--- config.mk ---
export PLATFORM = sky130hd
export DESIGN_NAME = pll_hold_reset_ctrl
export DESIGN_NICKNAME = d
export VERILOG_FILES = /design/src/rtl/pll_hr_pkg.sv /design/src/rtl/ctl_sync.sv /design/src/rtl/hold_tracker.sv /design/src/rtl/ctl_decode.sv /design/src/rtl/pll_hold_reset_ctrl.sv
export SDC_FILE = /design/constraint.sdc
export NUM_CORES = 1
export LEC_CHECK = 0
export BUFFER_PORTS_ARGS = -buffer_cell sky130_fd_sc_hd__buf_2
export CORE_AREA = 2 2 39 41
export DETAILED_ROUTE_END_ITERATION = 7
export DIE_AREA = 0 0 41 43
export PLACE_DENSITY = 0.3
export SETUP_SLACK_MARGIN = 0.2
export SLEW_MARGIN = 20
export SYNTH_ARGS = -nofsm -noshare
export SYNTH_HDL_FRONTEND = slang
export SYNTH_SLANG_ARGS = --single-unit
--- constraint.sdc ---
create_clock -name clk -period 1.4 [get_ports clk]
set_input_delay 0.21 -clock clk [delete_from_list [all_inputs] [get_ports clk]]
set_output_delay 0.21 -clock clk [all_outputs]
set_load 0.01 [all_outputs]
--- src/rtl/pll_hr_pkg.sv ---
package pll_hr_pkg;

  typedef enum logic {
    FN_RESET = 1'b0,
    FN_HOLD  = 1'b1
  } fn_mode_e;

  // Function is active when either source requests it (pin is active low).
  function automatic logic fn_active(input logic pin_sync_n, input logic reg_req);
    return (~pin_sync_n) | reg_req;
  endfunction

  // A reference edge counts only when the reference is flagged valid.
  function automatic logic ref_release(input logic valid, input logic edge_stb);
    return valid & edge_stb;
  endfunction

endpackage

--- src/rtl/ctl_sync.sv ---
module ctl_sync #(
  parameter int STAGES = 2,
  parameter logic IDLE = 1'b1
) (
  input  logic clk,
  input  logic pd_n,
  input  logic d_async,
  output logic q_sync
);
  logic [STAGES-1:0] chain_q;

  always_ff @(posedge clk or negedge pd_n) begin
    if (!pd_n) begin
      chain_q <= {STAGES{IDLE}};
    end else begin
      chain_q[0] <= d_async;
      for (int i = 1; i < STAGES; i++) begin
        chain_q[i] <= chain_q[i-1];
      end
    end
  end

  assign q_sync = chain_q[STAGES-1];
endmodule

--- src/rtl/hold_tracker.sv ---
module hold_tracker (
  input  logic clk,
  input  logic pd_n,
  input  logic hold_mode,
  input  logic active,
  input  logic ref_ok,
  output logic wait_q
);
  logic wait_d;

  always_comb begin
    wait_d = hold_mode & (active | (wait_q & ~ref_ok));
  end

  always_ff @(posedge clk or negedge pd_n) begin
    if (!pd_n) wait_q <= 1'b0;
    else       wait_q <= wait_d;
  end


  hold_arms_chk: assert property (@(posedge clk) disable iff (!pd_n)
    (hold_mode && active) |=> wait_q);


  wait_keeps_chk: assert property (@(posedge clk) disable iff (!pd_n)
    (hold_mode && wait_q && !ref_ok) |=> wait_q);


  wait_exit_chk: assert property (@(posedge clk) disable iff (!pd_n)
    $fell(wait_q) |-> ($past(ref_ok && !active) || !$past(hold_mode)));
endmodule

--- src/rtl/ctl_decode.sv ---
module ctl_decode (
  input  logic pd_n,
  input  logic hold_mode,
  input  logic active,
  input  logic wait_q,
  output logic cp_tristate,
  output logic div_clear,
  output logic out_static
);
  logic stop_loop;

  always_comb begin
    stop_loop   = active & ~hold_mode;
    cp_tristate = ~pd_n | active | (hold_mode & wait_q);
    div_clear   = ~pd_n | stop_loop;
    out_static  = ~pd_n | stop_loop;
  end


  always_comb begin
    if (pd_n === 1'b0) begin
      pd_force_chk: assert (cp_tristate && div_clear && out_static);
    end
  end
endmodule

--- src/rtl/pll_hold_reset_ctrl.sv ---
module pll_hold_reset_ctrl #(
  parameter int SYNC_STAGES = 2
) (
  input  logic clk,
  input  logic pd_n,
  input  logic ctl_n,
  input  logic hold_sel,
  input  logic force_req,
  input  logic ref_valid,
  input  logic ref_edge,
  output logic cp_tristate,
  output logic div_clear,
  output logic out_static
);
  import pll_hr_pkg::*;

  fn_mode_e mode;
  logic     pin_sync_n;
  logic     fn_on;
  logic     ref_ok;
  logic     hold_wait;

  assign mode = fn_mode_e'(hold_sel);

  ctl_sync #(.STAGES(SYNC_STAGES), .IDLE(1'b1)) u_sync (
    .clk    (clk),
    .pd_n   (pd_n),
    .d_async(ctl_n),
    .q_sync (pin_sync_n)
  );

  assign fn_on  = fn_active(pin_sync_n, force_req);
  assign ref_ok = ref_release(ref_valid, ref_edge);

  hold_tracker u_hold (
    .clk      (clk),
    .pd_n     (pd_n),
    .hold_mode(mode == FN_HOLD),
    .active   (fn_on),
    .ref_ok   (ref_ok),
    .wait_q   (hold_wait)
  );

  ctl_decode u_dec (
    .pd_n       (pd_n),
    .hold_mode  (mode == FN_HOLD),
    .active     (fn_on),
    .wait_q     (hold_wait),
    .cp_tristate(cp_tristate),
    .div_clear  (div_clear),
    .out_static (out_static)
  );


  reset_stops_chk: assert property (@(posedge clk) disable iff (!pd_n)
    (!hold_sel && force_req) |-> (cp_tristate && div_clear && out_static));


  hold_keeps_run_chk: assert property (@(posedge clk) disable iff (!pd_n)
    hold_sel |-> (!div_clear && !out_static));


  force_tri_chk: assert property (@(posedge clk) disable iff (!pd_n)
    force_req |-> cp_tristate);


  reset_no_wait_chk: assert property (@(posedge clk) disable iff (!pd_n)
    (!hold_sel && !div_clear) |-> !cp_tristate);
endmodule

==> results.ini <==
[status]
status=completed

[worst_setup_path]
crit_path_start=u_sync.chain_q[1]
critPathLaunchType=flip-flop
r2r_start=u_sync.chain_q[1]
critPathCaptureType=primary output
crit_required_ps=1190
worstPathMaxFanout=3
critical_path_class=flip-flop to primary output
arrival_ps=1110

[route]
wl_per_cell_um=6.756
drt_iter0_drc=1
drtPass1Iterations=2
post-route-drc-count=0
drt-total-wl_um=277
num_vias=129
ant_nets=0
via_per_inst=3.146

[power]
p_leak_nw=0.1173
power.density_nw_per_um2=1121
ir_worst_vdd_mv=0.2112
finalPower_mw=0.2818

[final_layout]
diodes=0
syn_to_final_growth_pct=86.11
nets=33
drive_above_1_share_pct=80.00

[placement]
place_congestion=0.4459
port_buffers=9
place_hpwl_um=218.4

[clock_tree]
cts.path.max_buffers=2
clk_latency_ps=230
clk_pin_slew_ps=30
cts_tree=built
htreeDepth=1
clock-root-buffer=clkbuf_4
cts_num_sinks=3
cts_made_buffers=3

[global_route]
grt_first_pass_wirelength_um=455
grt_overflow=0
grt_pass1_vias=139
grt_max_degree=4
grtUsageTotal_pct=4.125
antenna_found_initial=0

[timing]
tns_ps=0
slew-limit-headroom_pct=90.65
skew_ps=0.7025
rsz0062_at_grt=yes
final_hold_viol_count=0
fin_crit_ps=1316
slew_viol_final=0
setup_viol=0
fmax_mhz=759.7
period_share_pct=94.02
tightest_slew_ps=139.8

[die]
core_area_um2=1384
dieArea_um2=1763
die_w_um=41
io_pins=10
initial_utilization_pct=9.765
row_count=14
die_h_um=43

[synthesis]
yosysTopAreaCell=dfstp_2
ys_warn_count=0
yosys-top-cells-area=dfstp_2 39%, dfrtp_1 19%, nor2b_4 10%
synth_cells=11
synth_seq_cells=3
yosys.area_share.simple_pct=21.30
synth.distinct_cells=10
synth_top_family_by_area=simple AND/OR/NAND/NOR gates
yosys.area_share.adder_pct=0
synth_compound_area_share_pct=12.96
synth_top_area_share_pct=38.89
synthesis.area_um2=135.1
synthMuxAreaShare_pct=0
synthXorXnorAreaFrac_pct=0
synth_area_per_cell_um2=12.28
yosysSeqAreaShare_pct=57.41
synth_nets=18

[worst_hold_path]
worstHoldStart=ctl_n
min_path_type=primary input to flip-flop

[job]
max-cap-violations=0

-- final timing paths --
| path | end | slack [ps] | depth (start not counted) |
|---|---|---|---|
| min reg2reg | u_sync.chain_q[1] | 350 | 0 |
| max in group asynchronous | u_sync.chain_q[1] | 810 | 2 |
| max reg2reg | u_hold.wait_q | 430 | 3 |
| max | cp_tristate | 80 | 3 |
| min | u_sync.chain_q[0] | 80 | 1 |
| min in group asynchronous | u_hold.wait_q | 370 | 2 |
-- state kept, by name (all words and copies together) (netlist names) --
| signal | cells |
|---|---|
| u_sync.chain_q | 2 |
| u_hold.wait_q | 1 |
-- critical path: stages (launching register included) --
cell and delay [ps]:
dfstp_2 510, nor2b_4 170, nand3_2 80, buf_6 130
-- layout by cell type, fill, tap and decap left out --
cell type	Yosys	routed
and2_1	1	1
buf_2	0	8
buf_4	1	1
buf_6	0	1
clkbuf_1	0	1
clkbuf_4	0	3
dfrtp_1	1	1
dfstp_2	2	2
dlygate4sd3_1	0	1
inv_2	1	1
nand2_1	1	1
nand3_2	0	1
nor2b_4	1	1
o21ai_2	0	1
o22ai_2	1	1
-- power breakdown --
| part | total (mW) | internal, mW | switching, mW |
|---|---|---|---|
| logic | 0.0396 | 0.0217 | 0.0178 |
| clock network | 0.146 | 0.106 | 0.0395 |
| registers | 0.0964 | 0.0950 | 0.00131 |
-- kinds of logic after synthesis --
| logic type | count (synthesis) |
|---|---|
| compound gates | 2 |
| buf+inv | 2 |
| flops | 3 |
| simple gates | 4 |
-- cell usage after synthesis (all sizes together) --
master,instances
and2,1
buf,1
dfrtp,1
dfstp,2
inv,1
nand2,1
nand3,1
nor2b,1
o21ai,1
o22ai,1
-- routing by layer --
layer	track usage [%]	vias up	part of all wire [%]
met4	6.000	0	0
met3	1.571	0	6.1
met1	3.236	61	31
li1	-	64	-
met2	5.938	4	62
met5	0	-	0
-- layout make-up --
| cell class | count | area (um2) |
|---|---|---|
| clock buffer | 4 | 26.28 |
| fill | 163 | 1132 |
| inverter | 1 | 3.754 |
| multi-input combinational | 6 | 55.05 |
| sequential | 3 | 77.57 |
| tap | 16 | 20.02 |
| timing repair buffer | 11 | 68.82 |
-- per-stage QoR --
stage	setup WS [ps]	hold slack [ps]	utilization (%)	cell area, um2	std cells
after floorplan	273.3	-85.59	-	135.1	11
after global placement	326.2	16.84	13.92	192.7	35
after detailed placement	310.1	19.35	13.92	192.7	35
after CTS	76.09	73.92	18.17	251.5	41
after global routing	35.18	72.06	18.17	251.5	41
final	83.68	81.98	18.17	251.5	41
-- what timing repair did --
| action | CTS | global route |
|---|---|---|
| endpoints found under the hold margin | 3 | 0 |
| hold buffers | 1 | 0 |
| resized for setup | 3 | 0 |
| setup buffers | 1 | 0 |
| pin swaps | 1 | 0 |
| endpoints found under the setup margin | 3 | 3 |
No activity file was read; power rests on OpenSTA's default activity.
